**config.mk**
```make
export PLATFORM = sky130hd
export DESIGN_NAME = bipolar_line_monitor
export DESIGN_NICKNAME = d
export VERILOG_FILES = /design/src/rtl/bpm_pkg.sv /design/src/rtl/bpm_zero_run.sv /design/src/rtl/bpm_polarity.sv /design/src/rtl/bpm_err_counter.sv /design/src/rtl/bipolar_line_monitor.sv
export SDC_FILE = /design/constraint.sdc
export NUM_CORES = 1
export LEC_CHECK = 0
export ABC_AREA = 1
export CAP_MARGIN = 20
export CORE_MARGIN = 4
export CORE_UTILIZATION = 54
export DETAILED_ROUTE_END_ITERATION = 10
export HOLD_SLACK_MARGIN = 0.15
export PLACE_DENSITY_LB_ADDON = 0.08
export SETUP_SLACK_MARGIN = 0.15
export SYNTH_ARGS = -nofsm -noshare
export SYNTH_HDL_FRONTEND = slang
export SYNTH_SLANG_ARGS = --single-unit
```
**constraint.sdc**
```tcl
create_clock -name clk -period 1.22 [get_ports clk]
set_input_delay 0.244 -clock clk [delete_from_list [all_inputs] [get_ports clk]]
set_output_delay 0.244 -clock clk [all_outputs]
set_load 0.02 [all_outputs]
```
**src/rtl/bpm_pkg.sv**
```systemverilog
package bpm_pkg;
  typedef enum logic {
    POL_NEG = 1'b0,
    POL_POS = 1'b1
  } pol_e;

  localparam int unsigned CNT_W_DEF      = 8;
  localparam int unsigned LOSS_ZEROS_DEF = 32;
endpackage

```
**src/rtl/bpm_zero_run.sv**
```systemverilog
module bpm_zero_run #(
  parameter int unsigned LOSS_ZEROS = 32
) (
  input  logic clk,
  input  logic rst_n,
  input  logic bit_en,
  input  logic mark,
  output logic carrier_lost
);
  localparam int unsigned RUN_W = $clog2(LOSS_ZEROS + 1);
  localparam logic [RUN_W-1:0] RUN_LIMIT = RUN_W'(LOSS_ZEROS);

  logic [RUN_W-1:0] run_q, run_d;
  logic             lost_q, lost_d;

  always_comb begin
    run_d  = run_q;
    lost_d = lost_q;
    if (bit_en) begin
      if (mark) begin
        run_d  = '0;
        lost_d = 1'b0;
      end else begin
        if (run_q != RUN_LIMIT) run_d = run_q + 1'b1;
        if (run_d == RUN_LIMIT) lost_d = 1'b1;
      end
    end
  end

  always_ff @(posedge clk or negedge rst_n) begin
    if (!rst_n) begin
      run_q  <= '0;
      lost_q <= 1'b0;
    end else begin
      run_q  <= run_d;
      lost_q <= lost_d;
    end
  end

  assign carrier_lost = lost_q;

  assert_clear_on_mark_R5: assert property (@(posedge clk) disable iff (!rst_n)
    (bit_en && mark) |=> !carrier_lost);

  assert_set_at_limit_R4: assert property (@(posedge clk) disable iff (!rst_n)
    $rose(carrier_lost) |-> (run_q == RUN_LIMIT));

endmodule

```
**src/rtl/bpm_polarity.sv**
```systemverilog
module bpm_polarity
  import bpm_pkg::*;
(
  input  logic clk,
  input  logic rst_n,
  input  logic bit_en,
  input  logic rail_p,
  input  logic rail_n,
  output logic nrz_data,
  output logic nrz_mode,
  output logic bpv_flag,
  output logic bpv_event
);
  logic have_ref_q, have_ref_d;
  pol_e pol_q, pol_d, cur_pol;
  logic nrz_q, nrz_d;
  logic mode_q, mode_d;
  logic bpv_q, bpv_d;
  logic viol;

  always_comb begin
    have_ref_d = have_ref_q;
    pol_d      = pol_q;
    nrz_d      = nrz_q;
    mode_d     = mode_q;
    bpv_d      = bpv_q;
    viol       = 1'b0;
    cur_pol    = rail_p ? POL_POS : POL_NEG;
    if (bit_en) begin
      nrz_d = rail_p | rail_n;
      bpv_d = 1'b0;
      if (rail_p && rail_n) begin
        mode_d     = 1'b1;
        have_ref_d = 1'b0;
      end else if (rail_p || rail_n) begin
        viol       = have_ref_q && (cur_pol == pol_q);
        bpv_d      = viol;
        mode_d     = 1'b0;
        have_ref_d = 1'b1;
        pol_d      = cur_pol;
      end
    end
  end

  always_ff @(posedge clk or negedge rst_n) begin
    if (!rst_n) begin
      have_ref_q <= 1'b0;
      pol_q      <= POL_NEG;
      nrz_q      <= 1'b0;
      mode_q     <= 1'b0;
      bpv_q      <= 1'b0;
    end else begin
      have_ref_q <= have_ref_d;
      pol_q      <= pol_d;
      nrz_q      <= nrz_d;
      mode_q     <= mode_d;
      bpv_q      <= bpv_d;
    end
  end

  assign nrz_data  = nrz_q;
  assign nrz_mode  = mode_q;
  assign bpv_flag  = bpv_q;
  assign bpv_event = viol;

  assert_tied_no_bpv_R11: assert property (@(posedge clk) disable iff (!rst_n)
    (bit_en && rail_p && rail_n) |=> (!bpv_flag && nrz_mode));

  assert_hold_without_strobe_R2: assert property (@(posedge clk) disable iff (!rst_n)
    !bit_en |=> ($stable(bpv_flag) && $stable(nrz_data) && $stable(nrz_mode)));

  assert_idle_bit_no_bpv_R6: assert property (@(posedge clk) disable iff (!rst_n)
    (bit_en && !rail_p && !rail_n) |=> !bpv_flag);

endmodule

```
**src/rtl/bpm_err_counter.sv**
```systemverilog
module bpm_err_counter #(
  parameter int unsigned CNT_W = 8
) (
  input  logic             clk,
  input  logic             rst_n,
  input  logic             inc,
  input  logic             preset_en,
  input  logic [CNT_W-1:0] preset_val,
  output logic [CNT_W-1:0] count
);
  localparam logic [CNT_W-1:0] CNT_MAX = '1;

  logic [CNT_W-1:0] cnt_q, cnt_d;

  always_comb begin
    cnt_d = cnt_q;
    if (preset_en)                    cnt_d = preset_val;
    else if (inc && cnt_q != CNT_MAX) cnt_d = cnt_q + 1'b1;
  end

  always_ff @(posedge clk or negedge rst_n) begin
    if (!rst_n) cnt_q <= '0;
    else        cnt_q <= cnt_d;
  end

  assign count = cnt_q;

  assert_no_wrap_R9: assert property (@(posedge clk) disable iff (!rst_n)
    (!preset_en && count == CNT_MAX) |=> (count == CNT_MAX));

  assert_step_one_R8: assert property (@(posedge clk) disable iff (!rst_n)
    (inc && !preset_en && count != CNT_MAX) |=> (count == CNT_W'($past(count) + 1'b1)));

  assert_preset_load_R10: assert property (@(posedge clk) disable iff (!rst_n)
    preset_en |=> (count == $past(preset_val)));

endmodule

```
**src/rtl/bipolar_line_monitor.sv**
```systemverilog
module bipolar_line_monitor #(
  parameter int unsigned LOSS_ZEROS = bpm_pkg::LOSS_ZEROS_DEF,
  parameter int unsigned CNT_W      = bpm_pkg::CNT_W_DEF
) (
  input  logic             clk,
  input  logic             rst_n,
  input  logic             bit_en,
  input  logic             rail_p,
  input  logic             rail_n,
  input  logic             preset_en,
  input  logic [CNT_W-1:0] preset_val,
  output logic             nrz_data,
  output logic             nrz_mode,
  output logic             carrier_lost,
  output logic             bpv_flag,
  output logic [CNT_W-1:0] bpv_count
);
  logic [1:0] rst_sync_q;
  logic       rst_int_n;
  logic       bpv_event;

  always_ff @(posedge clk or negedge rst_n) begin
    if (!rst_n) rst_sync_q <= 2'b00;
    else        rst_sync_q <= {rst_sync_q[0], 1'b1};
  end

  assign rst_int_n = rst_sync_q[1];

  bpm_zero_run #(.LOSS_ZEROS(LOSS_ZEROS)) u_zero_run (
    .clk          (clk),
    .rst_n        (rst_int_n),
    .bit_en       (bit_en),
    .mark         (rail_p | rail_n),
    .carrier_lost (carrier_lost)
  );

  bpm_polarity u_polarity (
    .clk       (clk),
    .rst_n     (rst_int_n),
    .bit_en    (bit_en),
    .rail_p    (rail_p),
    .rail_n    (rail_n),
    .nrz_data  (nrz_data),
    .nrz_mode  (nrz_mode),
    .bpv_flag  (bpv_flag),
    .bpv_event (bpv_event)
  );

  bpm_err_counter #(.CNT_W(CNT_W)) u_counter (
    .clk        (clk),
    .rst_n      (rst_int_n),
    .inc        (bpv_event),
    .preset_en  (preset_en),
    .preset_val (preset_val),
    .count      (bpv_count)
  );

  assert_flag_counts_R8: assert property (@(posedge clk) disable iff (!rst_int_n)
    ($rose(bpv_flag) && !$past(preset_en) && $past(bpv_count) != '1)
      |-> (bpv_count != $past(bpv_count)));

endmodule

```
==> summary.md <==
| Metric | Value |
|---|---|
| Outcome | `finished, violations left` |
| Failing checks | `negative setup slack` |
| FILL cells | `92` |
| Worst EP arrival | `between 1.5 and 2 ns` |
| CP Class | `flop to flop` |
| Critical path startpoint category | `flop` |
| Fin nets | `242` |
| DRT Pass-1 Iters | `4` |
| Core box area | `2212 um2` |
| Sink Count | `22` |
| Ys Warns | `0` |
| Final hold vios | `0` |
| Setup crit end kind | `flop` |
| CTS Root Cell | `clkbuf_4` |
| Multi-input logic area | `~800 um2` |
| Fin util | `90.61%` |
| Mux cell area share after synthesis | `0%` |
| Worst path cell trace | `ha_4, nand3_4, inv_2, nand2_4, nand4_4, nand2_4, nand2_1, nand2_1` |
| VDD IR-drop max | `0.0009519 V` |
| Final Max Slew Viols | `0` |
| Post-Synth XOR/XNOR Area | `2.792%` |
| Antenna viol nets, final | `0` |
| DR DRC count | `0` |
| DRT iter0 DRCs | `just over 90` |
| Mapped Nets | `182` |
| Sequential Area | `558.0 um2` |
| Buf/Inv on CP | `1` |
| Most common cell in the synthesized netlist | `nand2_1` |
| Logic gate share of total power | `38.8%` |
| First-pass GRT wire length | `about 6.2 mm` |
| Post-route cell area | `approximately 2000 um2` |
| Overall routed net length | `4.470 mm` |
| Adder-Cell Fraction of Synth Area | `between 2 and 3%` |
| Reg-to-Reg End | `u_counter.count[5]` |
| Critical-path cell with the highest stage delay | `dfrtp_2` |
| Setup ws final | `-0.1389 ns` |
| Power, Total | `2.028 mW` |
| NetSw | `713.1 uW` |
| Largest net degree at the start of global routing | `21` |
| Hold Path Class | `flop to asynchronous set/reset pin` |
| Crit-path leading delay family | `simple AND/OR/NAND/NOR gates` |
| Max Cap Viol | `0` |
| Via count of the first global-routing pass | `~1,400` |
| Clock power frac | `17.7%` |
| Largest family of logic cells by synthesized area | `simple AND/OR/NAND/NOR gates` |
| Clk slew on worst S/H paths | `0.12 ns` |
| Register bit total from synthesis | `22` |
| Vias per std cell | `5.770` |
| Crit-path max FO | `6` |
| Worst hold slack | `0.2135 ns` |
| Setup-failing EPs final | `10` |
| Reg-to-reg critical path startpoint | `u_counter.count[0]` |
| Pwr/cell area | `1012 nW/um2` |
| Ant. Diodes | `0` |
| Simple-gate share of the synthesized area | `35.69%` |
| DP Worst Slack | `-0.3777 ns` |
| Initial core utilization | `56.73%` |
| Die Span Y | `56.21 um` |
| CP max stage delay | `0.46 ns` |
| CTS tree | `built` |
| Share of the synthesized area in the top cell type | `43.87%` |
| WP data required | `1.48 ns` |
| Longest Clk Path Bufs | `2` |
| Die area | `3159 um2` |
| CTS buffer count | `3` |
| Post-synth EDFFs | `0` |
| F_max | `735.9 MHz` |
| Pint | `1.315 mW` |
| Synthesis-to-layout area growth | `59.72%` |
| Mapped cell area | `around 1300 um2` |
| Total Routing Usage GR | `25.23%` |
| Unrepaired setup endpoints after global routing | `true` |
| Clk Latency, worst-skew pair | `0.32 ns` |
| Switching share of total power | `35.17%` |
| Register area share after synthesis | `43.87%` |
| Placed cell area | `around 1700 um2` |
| PortBufs | `25` |
| Static leakage | `0.9975 nW` |
| Share of synthesized registers carrying an async set or reset | `100.0%` |
| Htree depth | `1` |
| Share of layout cells above drive strength 1 | `a little over two fifths` |
| GRT Residual Overflow | `0` |
| Synthesized area per cell | `7.606 um2` |
| Most common flop cell mapped by yosys | `dfrtp_1` |
| Clock Skew | `0.001688 ns` |
| Compound-Gate Fraction of Synth Area | `7.677%` |
| Post-route minimum period | `1.359 ns` |
| Register-to-Register Path Depth | `8` |
| DR vias | `1,454` |
| Drt wl/cell | `17.74 um` |
| Synth area leader | `dfrtp_1` |
| Post-synth top cells | `60 x nand2_1, 22 x dfrtp_1, 17 x nand3_1` |
| R2r setup slk | `-0.14 ns` |
| Unique masters post-synth | `26` |
| # rows | `17` |
| HPWL after detailed placement | `2.316 mm` |
| Die span in x | `56.21 um` |
| Gpl congestion | `about 0.84` |
| Register share of total power | `43.5%` |
| Main area contributors after synthesis | `dfrtp_1 44%, nand2_1 18%, nand3_1 6.8%` |
| Post-synthesis cell count | `165` |
| Tcrit/Tclk final | `111.4%` |
| Ports | `26` |
| Antenna violations before repair | `0` |
-- worst reg2reg max path, stage by stage, from the launching register on --
cell and delay [ns]:
dfrtp_2 0.46, ha_4 0.18, nand3_4 0.08, inv_2 0.06, nand2_4 0.08, nand4_4 0.15
nand2_4 0.16, nand2_1 0.08, nand2_1 0.08
-- stage by stage --
stage / cells / setup TNS, ns
4_1_cts: 247 / -0.3621
3_3_place_gp: 234 / -4.807
3_5_place_dp: 234 / -5.911
2_1_floorplan: 165 / -0.2199
6_report: 252 / -0.9672
5_1_grt: 252 / -1.371
-- power by group through the flow --
| stage | Combinational [mW] | Clock (mW) | Sequential (mW) |
|---|---|---|---|
| floorplan | 0.219 | 0 | 0.968 |
| global placement | 0.611 | 0 | 0.873 |
| detailed placement | 0.631 | 0 | 0.880 |
| CTS | 0.694 | 0.363 | 0.876 |
| global route | 0.836 | 0.404 | 0.894 |
| finish | 0.788 | 0.358 | 0.882 |
-- routing by layer --
layer	track usage (%)	up-vias	routed length, um
met4	12.54	0	210
met3	4.872	23	286
met2	44.41	95	2335
li1	-	652	-
met5	0	-	0
met1	28.80	684	1638
-- final cells by class --
| type | instances | area share, % |
|---|---|---|
| multi-input cells | 122 | 40.01 |
| well taps | 28 | 1.748 |
| inverters | 19 | 3.558 |
| clock buffers | 4 | 1.311 |
| repair buffers | 57 | 25.53 |
| flip-flops and latches | 22 | 27.84 |
-- registers in the layout (all words and copies together), names as in the netlist --
register                 flops
u_polarity.bpv_flag          1
u_counter.count              8
u_zero_run.run_q             6
u_zero_run.carrier_lost      1
u_polarity.nrz_mode          1
u_polarity.have_ref_q        1
u_polarity.nrz_data          1
rst_sync_q                   2
u_polarity.pol_q             1
-- worst max-delay path by stage --
stage | startpoint | endpoint | slack [ns] | cells past startpoint
3_5_place_dp | rail_n | u_counter.count[1] | -0.38 | 8
5_1_grt | u_counter.count[0] | u_counter.count[5] | -0.20 | 8
4_1_cts | u_counter.count[1] | u_counter.count[1] | -0.05 | 8
3_3_place_gp | rail_p | u_counter.count[3] | -0.30 | 6
6_report | u_counter.count[0] | u_counter.count[5] | -0.14 | 8
2_1_floorplan | u_counter.count[1] | u_counter.count[4] | -0.04 | 7
-- cell families (layout without fill, tap and decap cells) --
group | Yosys count | after routing
buffers and inverters | 22 | 80
AND/OR/NAND/NOR | 97 | 98
flip-flops | 22 | 22
XOR/XNOR | 4 | 4
other | 1 | 1
adder cells (fa/ha/maj) | 3 | 3
AO/OA/AOI/OAI | 16 | 16
-- placed cells by master, fill, tap and decap left out, types with 2 or more instances in the layout --
master and instances:
buf_2 2, buf_4 29, buf_6 11, clkbuf_4 3, clkdlybuf4s50_1 10, dfrtp_1 16
dfrtp_2 6, dlygate4sd2_1 2, ha_4 3, inv_1 12, inv_2 7, nand2_1 51
nand2_2 8, nand2_4 2, nand3_1 10, nand3_2 6, nand4_1 4, nor2_1 3
nor2_2 5, nor2_4 3, o21ai_0 3, o21ai_1 3, o21ai_2 2, o22ai_2 2
xor2_1 3
-- repair_timing --
action / 4_1_cts / 5_1_grt
buffers inserted: 7 / 5
resized for setup: 82 / 27
hold endpoints to repair: 2 / 0
endpoints found under the setup margin: 31 / 30
hold buffers: 1 / 0
gates cloned: 1 / 0
pin swaps: 7 / 14
Power figures use the tool's default switching activity.
